## config.mk

```make
export PLATFORM = sky130hd
export DESIGN_NAME = serial_bank_loader
export DESIGN_NICKNAME = d
export VERILOG_FILES = /design/src/rtl/sbl_pkg.sv /design/src/rtl/sbl_write_filter.sv /design/src/rtl/sbl_shift_collector.sv /design/src/rtl/sbl_reg_file.sv /design/src/rtl/sbl_mode_decode.sv /design/src/rtl/serial_bank_loader.sv
export SDC_FILE = /design/constraint.sdc
export NUM_CORES = 1
export LEC_CHECK = 0
export ABC_AREA = 1
export BUFFER_PORTS_ARGS = -buffer_cell sky130_fd_sc_hd__buf_4
export CAP_MARGIN = 15
export CELL_PAD_IN_SITES_DETAIL_PLACEMENT = 0
export CELL_PAD_IN_SITES_GLOBAL_PLACEMENT = 2
export CORE_MARGIN = 5
export CORE_UTILIZATION = 29
export CTS_CLUSTER_SIZE = 8
export DETAILED_ROUTE_END_ITERATION = 6
export HOLD_SLACK_MARGIN = 0.05
export PLACE_DENSITY = 0.88
export SLEW_MARGIN = 5
export SYNTH_ARGS = -nofsm -noshare
export SYNTH_HDL_FRONTEND = slang
export SYNTH_HIERARCHICAL = 1
export SYNTH_SLANG_ARGS = --single-unit
```

## constraint.sdc

```tcl
create_clock -name clk -period 1.3 [get_ports clk]
set_clock_uncertainty 0.2 [all_clocks]
set_input_delay 0.13 -clock clk [delete_from_list [all_inputs] [get_ports clk]]
set_output_delay 0.13 -clock clk [all_outputs]
set_load 0.01 [all_outputs]
```

## src/rtl/sbl_pkg.sv

```systemverilog
package sbl_pkg;
  typedef enum logic [1:0] {
    PRG_WIN32     = 2'd0,
    PRG_FIX_LAST  = 2'd1,
    PRG_FIX_FIRST = 2'd2
  } prg_mode_e;

  typedef enum logic [1:0] {
    SEL_CTRL = 2'd0,
    SEL_CHR0 = 2'd1,
    SEL_CHR1 = 2'd2,
    SEL_PRG  = 2'd3
  } reg_sel_e;
endpackage

```

## src/rtl/sbl_write_filter.sv

```systemverilog
module sbl_write_filter #(
  parameter int RELOAD = 2
) (
  input  logic clk,
  input  logic rst_n,
  input  logic wr_en,
  input  logic tick,
  output logic busy
);
  localparam int CW = $clog2(RELOAD + 1);

  logic [CW-1:0] cnt_q, cnt_d;

  always_comb begin
    cnt_d = cnt_q;
    if (wr_en)
      cnt_d = CW'(RELOAD);
    else if (tick && (cnt_q != '0))
      cnt_d = cnt_q - 1'b1;
  end

  always_ff @(posedge clk or negedge rst_n) begin
    if (!rst_n) cnt_q <= '0;
    else        cnt_q <= cnt_d;
  end

  assign busy = (cnt_q != '0);
endmodule

```

## src/rtl/sbl_shift_collector.sv

```systemverilog
module sbl_shift_collector #(
  parameter int REG_W = 5
) (
  input  logic             clk,
  input  logic             rst_n,
  input  logic             accept,
  input  logic             restart,
  input  logic             bit_in,
  output logic             commit,
  output logic [REG_W-1:0] commit_val
);
  localparam int CNT_W = $clog2(REG_W);
  localparam int STG_W = REG_W - 1;

  logic [STG_W-1:0] stage_q, stage_d;
  logic [CNT_W-1:0] cnt_q, cnt_d;
  logic             last;

  assign last       = (cnt_q == CNT_W'(REG_W - 1));
  assign commit     = accept && last && !restart;
  assign commit_val = {bit_in, stage_q};

  always_comb begin
    stage_d = stage_q;
    cnt_d   = cnt_q;
    if (restart || commit) begin
      stage_d = '0;
      cnt_d   = '0;
    end else if (accept) begin
      for (int i = 0; i < STG_W; i++)
        if (cnt_q == CNT_W'(i)) stage_d[i] = bit_in;
      cnt_d = cnt_q + 1'b1;
    end
  end

  always_ff @(posedge clk or negedge rst_n) begin
    if (!rst_n) begin
      stage_q <= '0;
      cnt_q   <= '0;
    end else begin
      stage_q <= stage_d;
      cnt_q   <= cnt_d;
    end
  end
endmodule

```

## src/rtl/sbl_reg_file.sv

```systemverilog
module sbl_reg_file #(
  parameter int              REG_W     = 5,
  parameter logic [REG_W-1:0] CTRL_INIT = 5'h0C,
  parameter logic [REG_W-1:0] FORCE_MSK = 5'h0C
) (
  input  logic             clk,
  input  logic             rst_n,
  input  logic             commit,
  input  logic [1:0]       commit_sel,
  input  logic [REG_W-1:0] commit_val,
  input  logic             force_mode,
  output logic [REG_W-1:0] ctrl,
  output logic [REG_W-1:0] chr0,
  output logic [REG_W-1:0] chr1,
  output logic [REG_W-1:0] prg
);
  import sbl_pkg::*;
  localparam int NREG = 4;

  logic [REG_W-1:0] bank_q [NREG];
  logic [REG_W-1:0] bank_d [NREG];

  always_comb begin
    for (int i = 0; i < NREG; i++) bank_d[i] = bank_q[i];
    if (force_mode)
      bank_d[SEL_CTRL] = bank_q[SEL_CTRL] | FORCE_MSK;
    else if (commit)
      bank_d[commit_sel] = commit_val;
  end

  generate
    for (genvar g = 0; g < NREG; g++) begin : g_reg
      localparam logic [REG_W-1:0] INIT = (g == 0) ? CTRL_INIT : '0;
      always_ff @(posedge clk or negedge rst_n) begin
        if (!rst_n) bank_q[g] <= INIT;
        else        bank_q[g] <= bank_d[g];
      end
    end
  endgenerate

  assign ctrl = bank_q[SEL_CTRL];
  assign chr0 = bank_q[SEL_CHR0];
  assign chr1 = bank_q[SEL_CHR1];
  assign prg  = bank_q[SEL_PRG];
endmodule

```

## src/rtl/sbl_mode_decode.sv

```systemverilog
module sbl_mode_decode #(
  parameter int REG_W = 5
) (
  input  logic [REG_W-1:0] ctrl,
  input  logic [REG_W-1:0] chr0,
  input  logic [REG_W-1:0] prg,
  output logic [1:0]       prg_mode,
  output logic             chr_4k,
  output logic [1:0]       mirror_code,
  output logic [REG_W-2:0] prg_sel32,
  output logic [REG_W-2:0] chr_sel8
);
  import sbl_pkg::*;

  always_comb begin
    if (!ctrl[3])     prg_mode = PRG_WIN32;
    else if (ctrl[2]) prg_mode = PRG_FIX_LAST;
    else              prg_mode = PRG_FIX_FIRST;
  end

  assign chr_4k      = ctrl[4];
  assign mirror_code = ctrl[1:0] ^ 2'b11;
  assign prg_sel32   = prg[REG_W-1:1];
  assign chr_sel8    = chr0[REG_W-1:1];
endmodule

```

## src/rtl/serial_bank_loader.sv

```systemverilog
module serial_bank_loader #(
  parameter int DATA_W        = 8,
  parameter int REG_W         = 5,
  parameter int FILTER_RELOAD = 2
) (
  input  logic             clk,
  input  logic             rst_n,
  input  logic             cpu_tick,
  input  logic             wr_en,
  input  logic [1:0]       wr_sel,
  input  logic [DATA_W-1:0] wr_data,
  output logic [REG_W-1:0] ctrl,
  output logic [REG_W-1:0] chr0,
  output logic [REG_W-1:0] chr1,
  output logic [REG_W-1:0] prg,
  output logic [1:0]       prg_mode,
  output logic             chr_4k,
  output logic [1:0]       mirror_code,
  output logic [REG_W-2:0] prg_sel32,
  output logic [REG_W-2:0] chr_sel8
);
  logic rst_meta, rst_sync;
  logic flt_busy, restart_wr, serial_ok, commit;
  logic [REG_W-1:0] commit_val;

  always_ff @(posedge clk or negedge rst_n) begin
    if (!rst_n) begin
      rst_meta <= 1'b0;
      rst_sync <= 1'b0;
    end else begin
      rst_meta <= 1'b1;
      rst_sync <= rst_meta;
    end
  end

  assign restart_wr = wr_en && wr_data[DATA_W-1];
  assign serial_ok  = wr_en && !wr_data[DATA_W-1] && !flt_busy;

  sbl_write_filter #(.RELOAD(FILTER_RELOAD)) u_flt (
    .clk(clk), .rst_n(rst_sync), .wr_en(wr_en), .tick(cpu_tick), .busy(flt_busy)
  );

  sbl_shift_collector #(.REG_W(REG_W)) u_col (
    .clk(clk), .rst_n(rst_sync), .accept(serial_ok), .restart(restart_wr),
    .bit_in(wr_data[0]), .commit(commit), .commit_val(commit_val)
  );

  sbl_reg_file #(.REG_W(REG_W)) u_regs (
    .clk(clk), .rst_n(rst_sync), .commit(commit), .commit_sel(wr_sel),
    .commit_val(commit_val), .force_mode(restart_wr),
    .ctrl(ctrl), .chr0(chr0), .chr1(chr1), .prg(prg)
  );

  sbl_mode_decode #(.REG_W(REG_W)) u_dec (
    .ctrl(ctrl), .chr0(chr0), .prg(prg), .prg_mode(prg_mode), .chr_4k(chr_4k),
    .mirror_code(mirror_code), .prg_sel32(prg_sel32), .chr_sel8(chr_sel8)
  );
endmodule

```

==> flow_summary.toml, run 1 <==
[outcome]
outcome = "finished, violations left"
violations = "setup timing"

[global_routing]
gr-total-overflow = 0
grt_usage = 0.1117
grt_max_degree = 17
antenna_found_initial = 0
grt_pass1_wl_um = 6465
grt_pass1_vias = 1417

[timing]
drv_slew = 0
fmax_mhz = 506.4
hold_ws_ns = 0.008602
finalHoldViolations = 0
rsz0062_at_grt = "yes"
fin_ws_ns = -0.6748
setup_viol = 29
fin_crit_sh = 1.519
min_period_ns = 1.975

[cts]
cts.sinks = 31
clock_path_buffers = 2
path_clk_slew_ns = 0.06
worstSkewPairLatency_ns = 0.28
cts_tree = "built"
numCtsBuffers = 5
htree_levels = 2
cts_root_buf = "clkbuf_8"

[worst_setup_path]
cp_top_family = "simple AND/OR/NAND/NOR gates"
crit_type = "reg2reg"
cpMaxStageDelayCell = "dfrtp_1"
max_stage_delay_ns = 0.38
required_ns = 1.26
ff2ff_setup_slack_ns = -0.67
cp_num_buf_inv = 5
start_kind = "register"
cp.depth = 14
cp.arrival_ns = 1.94
reg2reg_from = "u_flt/cnt_q[1]$_DFFE_PN0P_"
reg2reg_depth = 14
cp_max_fo = 7
crit_path_cell_trace = "inv_1, ha_2, inv_2, nor2_4, nand2_2, inv_2, nand2_4, nor2_4, inv_2, nor2_4, buf_6, nand3_4, nand2_1, nand2_1"
crit_path_start = "u_flt/cnt_q[1]$_DFFE_PN0P_"
cp-endpoint = "u_regs/chr0[2]$_DFFE_PN0P_"
rr_endpoint = "u_regs/chr0[2]$_DFFE_PN0P_"
critPathCaptureType = "register"

[drt]
vias = 1442
drc = 0
drtIter0Drc = 84
ant_nets = 0
drt_pass1_iterations = 4
drt_wl_total_um = 3772
wire_per_inst_um = 11.57
vias_per_cell = 4.423

[yosys]
yosys.area.top_type = "dfrtp_1"
syn_nets = 205
synth_xor_area_frac = 0.005547
ys_seq_elements = 31
synth-adder-area-share = 0.04754
synth_seq_area_share = 0.4929
synthesis.area_um2 = 1579
netlist.area_leader.share = 0.4596
synth_compound_area_frac = 0.02139
syn_avg_cell_area_um2 = 8.535
ys.warnings.count = 6
synth_cell_type_count = 20
yosys.area_share.simple = 0.3027
synthTopCellsByArea = "dfrtp_1, nand2_1, nand4_1, nand3_1, buf_4"
syn_inst = 185
synth_top_family_by_area = "simple AND/OR/NAND/NOR gates"
synthMuxAreaShare = 0

[floorplanning]
initial_core_util = 0.3034
fp.dieH_um = 83.79
coreArea_um2 = 5205
die_x_um = 83.79
die-area_um2 = 7021
rows = 26
io_pins = 47

[placement]
place.gp.congestion = 0.7436
placed_cells = 300
placed_area_um2 = 2004
port_buffers = 40
hpwl_um = 2713

[finish]
n_fill_cell = 529
seqCellArea_um2 = 778.2
fin_nets = 275
stdcell_count = 326
drive_above_1_share = 0.4258
flow.area_growth_from_synthesis_pct = 50.71
diodes = 0
design_area_um2 = 2380
multi_input_area_um2 = 720.7

[power]
leakagePower_uw = 0.001257
swShare = 0.2532
ir_drop_mv = 0.4445
pwr-share-clk = 0.345
p_comb_frac = 0.158
intPower_uw = 1532
pwr-share-seq = 0.497
power_density_nw_per_um2 = 862.0
p_sw_uw = 519.4

[hold_path]
hp-class = "in2reg"
min-delay-start = "wr_sel[0]"

[job]
drv_cap = 0
==> metrics by stage <==
step	setup TNS [ns]	util	setup slack, ns	power (uW)
6_report	-14.21	0.4572	-0.6748	2051
5_1_grt	-17.57	0.4572	-0.7934	2177
4_1_cts	-14.06	0.4428	-0.6202	2057
3_5_place_dp	-13.90	0.3851	-0.6587	1278
3_3_place_gp	-13.39	0.3851	-0.6277	1276
2_1_floorplan	-11.41	-	-0.5781	1159
==> how the worst min path moves through the flow <==
stage	endpoint	slack (ns)	depth (start not counted)
after CTS	u_regs/ctrl[0]$_DFFE_PN0P_	0.01	4
after detailed placement	rst_meta$_DFF_PN0_	-0.29	1
after global placement	rst_meta$_DFF_PN0_	-0.29	1
after global routing	u_regs/prg[1]$_DFFE_PN0P_	0.02	3
after floorplan	rst_meta$_DFF_PN0_	-0.37	0
final	u_regs/prg[1]$_DFFE_PN0P_	0.009	3
==> worst min-delay path, stage by stage <==
cell and delay [ns]:
buf_4 0.15, nand4_1 0.11, nand2_1 0.05
==> cell type report <==
type,count,share of cell area
clock buffer,7,0.03207
clock inverter,1,0.002103
inverter,23,0.03628
multi-input combinational,116,0.3028
sequential,31,0.3270
tap,70,0.03680
timing repair buffer,78,0.2629
==> cells in the final DEF, fill, tap and decap left out, drive strengths merged <==
cell type,n
buf,71
nand2,56
dfrtp,29
inv,23
nand4,18
nand3,18
nor2,9
dlygate4sd3,7
clkbuf,7
a21oi,6
ha,6
dfstp,2
clkinv,1
conb,1
or2,1
xnor2,1
==> logic make-up after synthesis <==
kind of cell    after synthesis
fa+ha+maj                     6
xor+xnor                      1
simple gates                102
flops                        31
buf+inv                      38
other cells                   1
compound gates                6
==> synth_stat cells <==
library cell and count:
dfstp_2 2, nor2_2 2, dfrtp_1 29, nand2_1 56
buf_6 2, a21oi_1 5, buf_2 2, nor2_1 6
nand3_1 17, inv_1 20, or2_0 1, nand3_4 1
nand4_1 18, a21oi_2 1, xnor2_1 1, inv_2 3
ha_1 6, conb_1 1, nor2_4 1, buf_4 11
==> repair_timing <==
item,4_1_cts,5_1_grt
hold buffers,6,1
gates cloned,0,0
pin swaps,7,14
setup endpoints to repair,29,33
gates resized for setup,21,16
endpoints found under the hold margin,37,10
buffers inserted,11,5
==> state kept, by name, indices dropped and copies added, names as in the netlist <==
| register | flops |
|---|---|
| rst_sync | 1 |
| u_regs/ctrl | 5 |
| rst_meta | 1 |
| u_regs/chr0 | 5 |
| u_col/cnt_q | 3 |
| u_regs/chr1 | 5 |
| u_col/stage_q | 4 |
| u_flt/cnt_q | 2 |
| u_regs/prg | 5 |
==> power groups by stage <==
stage / clock, uW / combinational, uW / sequential [uW]
after global placement: 0 / 242 / 1030
after detailed placement: 0 / 243 / 1040
after global routing: 786 / 368 / 1020
after floorplan: 0 / 110 / 1050
after CTS: 731 / 306 / 1020
final: 707 / 324 / 1020
==> routing by layer <==
| layer | share of wire | vias to the layer above | track usage |
|---|---|---|---|
| met5 | 0 | - | 0 |
| met4 | 0.0077 | 0 | 0.03509 |
| met3 | 0.051 | 4 | 0.03850 |
| met2 | 0.52 | 32 | 0.1851 |
| met1 | 0.42 | 683 | 0.1360 |
| li1 | - | 723 | - |
No activity file was read; power rests on OpenSTA's default activity.
==> run 2, diff against run 1 <==
--- a/config.mk
+++ b/config.mk
@@ -11,11 +11,11 @@
 export CELL_PAD_IN_SITES_DETAIL_PLACEMENT = 0
 export CELL_PAD_IN_SITES_GLOBAL_PLACEMENT = 2
 export CORE_MARGIN = 5
-export CORE_UTILIZATION = 29
+export CORE_UTILIZATION = 31
 export CTS_CLUSTER_SIZE = 8
 export DETAILED_ROUTE_END_ITERATION = 6
 export HOLD_SLACK_MARGIN = 0.05
-export PLACE_DENSITY = 0.88
+export PLACE_DENSITY = 0.93
 export SLEW_MARGIN = 5
 export SYNTH_ARGS = -nofsm -noshare
 export SYNTH_HDL_FRONTEND = slang
==> constraint.sdc (replaced) <==
create_clock -name clk -period 2.4 [get_ports clk]
set_clock_uncertainty 0.2 [all_clocks]
set_input_delay 0.24 -clock clk [delete_from_list [all_inputs] [get_ports clk]]
set_output_delay 0.24 -clock clk [all_outputs]
set_load 0.01 [all_outputs]
==> flow_summary.toml, run 2 (synthesis gave the netlist of run 1 again) <==
[finish]
mostFrequentLayoutCells = "nand2_1, buf_4, dfrtp_1"
drive_above_1_share = 0.2731
diodes = 0
fin_nets = 246
flow.area_growth_from_synthesis_pct = 28.53
final_common_cell = "nand2_1"
stdcell_count = 297
n_fill_cell = 530

[worst_setup_path]
reg2reg_from = "u_flt/cnt_q[0]$_DFFE_PN0P_"
required_ns = 2.37
ff2ff_setup_slack_ns = 0.29
start_kind = "register"
rr_endpoint = "u_regs/ctrl[1]$_DFFE_PN0P_"
critPathCaptureType = "register"
cp.arrival_ns = 2.08
crit_type = "reg2reg"
reg2reg_depth = 14
cp_max_fo = 10

[cts]
cts.sinks = 31
numCtsBuffers = 5
htree_levels = 2
path_clk_slew_ns = 0.06
cts_root_buf = "clkbuf_8"
post-cts-setup-buffers = 0
clock_path_buffers = 2
cts_tree = "built"
worstSkewPairLatency_ns = 0.28

[timing]
rsz0062_at_grt = "no"
finalHoldViolations = 0
hold_ws_ns = 0.06413
drv_slew = 0
max-slew-margin-rel = 0.5653
setup_viol = 0
fin_crit_sh = 0.8781
min_period_ns = 2.107
final.setup.tns_ns = 0
worst_pin_slew_ns = 0.6520
fmax_mhz = 474.5

[floorplanning]
coreArea_um2 = 5042
initial_core_util = 0.3132
io_pins = 47
die_x_um = 81.37
rows = 26
fp.dieH_um = 81.37
die-area_um2 = 6621

[placement]
hpwl_um = 2518
placed_cells = 285
port_buffers = 40
place.gp.congestion = 0.7143

[drt]
drt_wl_total_um = 3365
top_layer = "met4"
drt_pass1_iterations = 4
met2_length_um = 1605
ant_nets = 0
wire_per_inst_um = 11.33
routed-wl-met3_um = 204
vias = 1274
drc = 0
drtIter0Drc = 52
vias_per_cell = 4.290
met1_length_um = 1511

[power]
ir_drop_mv = 0.2710
finalPower_uw = 1116
leakagePower_uw = 0.001099
power_density_nw_per_um2 = 550.0

[global_routing]
grt_max_degree = 17
gr-total-overflow = 0
antenna_found_initial = 0
grt_pass1_vias = 1220
grt_pass1_wl_um = 5492
grt_usage = 0.1092

[hold_path]
hp-class = "in2async"

[outcome]
outcome = "finished clean"

[job]
drv_cap = 0
## run 2: cell count changes in the layout (fill, tap and decap cells not counted), moves of 5 or more
| cell | previous run | this run |
|---|---|---|
| nand2_2 | 6 | 0 |
| nand3_1 | 12 | 17 |
| buf_6 | 6 | 0 |
| nand2_1 | 48 | 56 |
| buf_4 | 65 | 45 |
## run 2: metrics by stage
step                setup WS, ns    util  instance area, um2
floorplan                 0.4662       -                1579
global placement          0.3109  0.3747                1889
detailed placement        0.3145  0.3747                1889
CTS                       0.2951  0.4025                2029
global route             0.08970  0.4025                2029
finish                    0.2925  0.4025                2029
## run 2: layer usage
metal  vias up  GRT usage
met1       582     0.1365
met5         -          0
met3         6    0.02772
met2        27     0.1759
li1        659          -
met4         0    0.05068
## run 2: worst max-delay path by stage
stage | start | to | slack [ns] | depth (start not counted)
after floorplan | u_flt/cnt_q[0]$_DFFE_PN0P_ | u_regs/ctrl[4]$_DFFE_PN0P_ | 0.47 | 14
after global placement | u_flt/cnt_q[0]$_DFFE_PN0P_ | u_regs/ctrl[0]$_DFFE_PN0P_ | 0.31 | 14
after detailed placement | u_flt/cnt_q[0]$_DFFE_PN0P_ | u_regs/ctrl[1]$_DFFE_PN0P_ | 0.31 | 14
after CTS | u_flt/cnt_q[0]$_DFFE_PN0P_ | u_regs/ctrl[1]$_DFFE_PN0P_ | 0.30 | 14
after global routing | u_flt/cnt_q[0]$_DFFE_PN0P_ | u_regs/chr0[2]$_DFFE_PN0P_ | 0.09 | 14
final | u_flt/cnt_q[0]$_DFFE_PN0P_ | u_regs/ctrl[1]$_DFFE_PN0P_ | 0.29 | 14
## run 2: power by group
group	internal (uW)	switching, uW	total (uW)
registers	540	18.2	558
clock network	261	189	450
logic	46.4	61.5	108
total	848	269	1120
## run 2: critical path, cell delays in order (launching register included)
cell and delay [ns]:
dfrtp_1 0.39, inv_1 0.06, ha_1 0.15, inv_2 0.06, nor2_2 0.14, nand2_1 0.10, inv_1 0.08, nand2_1 0.07
nor2_1 0.15, inv_2 0.06, nor2_4 0.14, buf_4 0.19, nand2_1 0.10, nand2_1 0.08, nand2_1 0.05
## run 2: cell type report
type / count / area [um2] / area share
sequential: 31 / 778.2 / 0.3835
multi-input combinational: 116 / 599.3 / 0.2953
timing repair buffer: 49 / 377.9 / 0.1862
clock buffer: 8 / 100.1 / 0.04932
tap: 70 / 87.58 / 0.04316
inverter: 23 / 86.33 / 0.04254
## run 2: timing repair
item,in CTS,in global routing
endpoints found under the hold margin,4,0
gates resized for setup,0,0
hold buffers,4,0
==> run 3, diff against run 2 <==
--- a/config.mk
+++ b/config.mk
@@ -11,11 +11,12 @@
 export CELL_PAD_IN_SITES_DETAIL_PLACEMENT = 0
 export CELL_PAD_IN_SITES_GLOBAL_PLACEMENT = 2
 export CORE_MARGIN = 5
-export CORE_UTILIZATION = 31
+export CORE_UTILIZATION = 29
+export CTS_BUF_LIST = sky130_fd_sc_hd__clkbuf_8 sky130_fd_sc_hd__clkbuf_16
 export CTS_CLUSTER_SIZE = 8
 export DETAILED_ROUTE_END_ITERATION = 6
 export HOLD_SLACK_MARGIN = 0.05
-export PLACE_DENSITY = 0.93
+export PLACE_DENSITY = 0.88
 export SLEW_MARGIN = 5
 export SYNTH_ARGS = -nofsm -noshare
 export SYNTH_HDL_FRONTEND = slang
==> constraint.sdc (replaced) <==
create_clock -name clk -period 2.1 [get_ports clk]
set_clock_uncertainty 0.2 [all_clocks]
set_input_delay 0.21 -clock clk [delete_from_list [all_inputs] [get_ports clk]]
set_output_delay 0.21 -clock clk [all_outputs]
set_load 0.01 [all_outputs]
==> flow_summary.toml, run 3 (synthesis gave the netlist of run 1 again) <==
[outcome]
outcome = "finished clean"

[drt]
wire_per_inst_um = 11.24
vias_per_cell = 4.319
ant_nets = 0
drt_wl_total_um = 3417
drt_pass1_iterations = 4
drc = 0
vias = 1313
drtIter0Drc = 25

[floorplanning]
io_pins = 47
coreArea_um2 = 5205
rows = 26
fp.dieH_um = 83.79
initial_core_util = 0.3034
die-area_um2 = 7021
die_x_um = 83.79

[global_routing]
grt_pass1_vias = 1256
antenna_found_initial = 0
grt_pass1_wl_um = 5747
gr-total-overflow = 0
grt_max_degree = 30
grt_usage = 0.1030

[power]
power_density_nw_per_um2 = 587.0
intPower_uw = 937.5
p_sw_uw = 309.6
ir_drop_mv = 0.2776
swShare = 0.2482
p_comb_frac = 0.116
leakagePower_uw = 0.001133
pwr-share-seq = 0.507
pwr-share-clk = 0.377

[hold_path]
hp-class = "reg2async"

[worst_setup_path]
required_ns = 2.12
cp_max_fo = 7
cp_top_family = "simple AND/OR/NAND/NOR gates"
crit_path_cell_trace = "inv_1, ha_2, inv_2, nor2_4, nand2_2, inv_2, nand2_2, nor2_4, inv_2, nor2_4, buf_12, buf_4, nand4_1, nand2_1"
cp_num_buf_inv = 6
start_kind = "register"
critPathCaptureType = "register"
max_stage_delay_ns = 0.38
cp.arrival_ns = 1.99
crit_type = "reg2reg"
cpMaxStageDelayCell = "dfrtp_1"

[cts]
htree_levels = 2
worstSkewPairLatency_ns = 0.29
cts_tree = "built"
cts.sinks = 31
path_clk_slew_ns = 0.07
numCtsBuffers = 5
cts_root_buf = "clkbuf_8"
clock_path_buffers = 2

[job]
drv_cap = 0

[finish]
stdcell_count = 304
flow.area_growth_from_synthesis_pct = 34.55
mostFrequentLayoutCells = "nand2_1, buf_4, dfrtp_1"
n_fill_cell = 555
fin_nets = 254
drive_above_1_share = 0.3162
diodes = 0
fin_util = 0.4082
final_common_cell = "nand2_1"

[timing]
fmax_mhz = 507.0
setup_viol = 0
finalHoldViolations = 0
fin_ws_ns = 0.1278
min_period_ns = 1.972
final.setup.tns_ns = 0
fin_crit_sh = 0.9392
drv_slew = 0

[placement]
placed_cells = 286
hpwl_um = 2464
place.gp.congestion = 0.6908
port_buffers = 40
post-place-ws_ns = 0.09158
run 3: cell count changes in the layout (fill, tap and decap cells not counted), moves of 2 or more:
cell,previous run,this run
dlygate4sd3_1,4,7
buf_4,45,49
nand2_1,56,53
nor2_4,1,3
nand2_2,0,3
run 3: repair_timing:
action,4_1_cts,5_1_grt
setup buffers,0,4
hold buffers,7,0
hold endpoints to repair,10,0
gates resized for setup,0,11
setup endpoints to repair,0,18
run 3: final cells by class:
| cell class | instances | area [um2] | share of cell area |
|---|---|---|---|
| clock inverter | 1 | 5.005 | 0.002356 |
| multi-input combinational | 116 | 626.9 | 0.2951 |
| tap | 70 | 87.58 | 0.04122 |
| inverter | 23 | 86.33 | 0.04064 |
| timing repair buffer | 57 | 457.9 | 0.2155 |
| clock buffer | 6 | 82.58 | 0.03887 |
| sequential | 31 | 778.2 | 0.3663 |
run 3: metrics by stage:
step	area, um2	power, uW	hold slack (ns)
final	2125	1247	0.04484
after global routing	2125	1314	0.08214
after CTS	2067	1263	0.06167
after detailed placement	1909	768.6	-0.2060
after global placement	1909	768.2	-0.2063
after floorplan	1579	717.3	-0.2856
run 3: per-layer routing:
| layer | track usage | vias to the layer above | routed length [um] |
|---|---|---|---|
| li1 | - | 685 | - |
| met1 | 0.1242 | 597 | 1566 |
| met2 | 0.1620 | 27 | 1607 |
| met3 | 0.03554 | 4 | 213 |
| met4 | 0.05263 | 0 | 29 |
| met5 | 0 | - | 0 |
run 3: final timing paths:
kind	from	to	slack, ns	cells past startpoint
max	u_flt/cnt_q[0]$_DFFE_PN0P_	u_regs/chr0[1]$_DFFE_PN0P_	0.13	14
min	rst_sync$_DFF_PN0_	u_col/stage_q[3]$_DFFE_PN0P_	0.04	1
max reg2reg	u_flt/cnt_q[0]$_DFFE_PN0P_	u_regs/chr0[1]$_DFFE_PN0P_	0.13	14
min reg2reg	rst_sync$_DFF_PN0_	u_col/stage_q[3]$_DFFE_PN0P_	0.04	1
max in group asynchronous	rst_n	rst_sync$_DFF_PN0_	1.00	3
min in group clk	wr_sel[0]	u_regs/prg[2]$_DFFE_PN0P_	0.07	3
run 3: worst register-to-register path, cell delays in order (launching register included):
cell and delay, ns:
dfrtp_1 0.38, inv_1 0.06, ha_2 0.16, inv_2 0.04
nor2_4 0.10, nand2_2 0.07, inv_2 0.06, nand2_2 0.06
nor2_4 0.12, inv_2 0.05, nor2_4 0.17, buf_12 0.14
buf_4 0.13, nand4_1 0.08, nand2_1 0.08
run 3: power by group through the flow:
stage	logic, uW	registers [uW]	clock network [uW]
5_1_grt	166	635	513
2_1_floorplan	67.7	650	0
3_3_place_gp	125	643	0
3_5_place_dp	125	644	0
4_1_cts	138	633	493
6_report	145	632	470
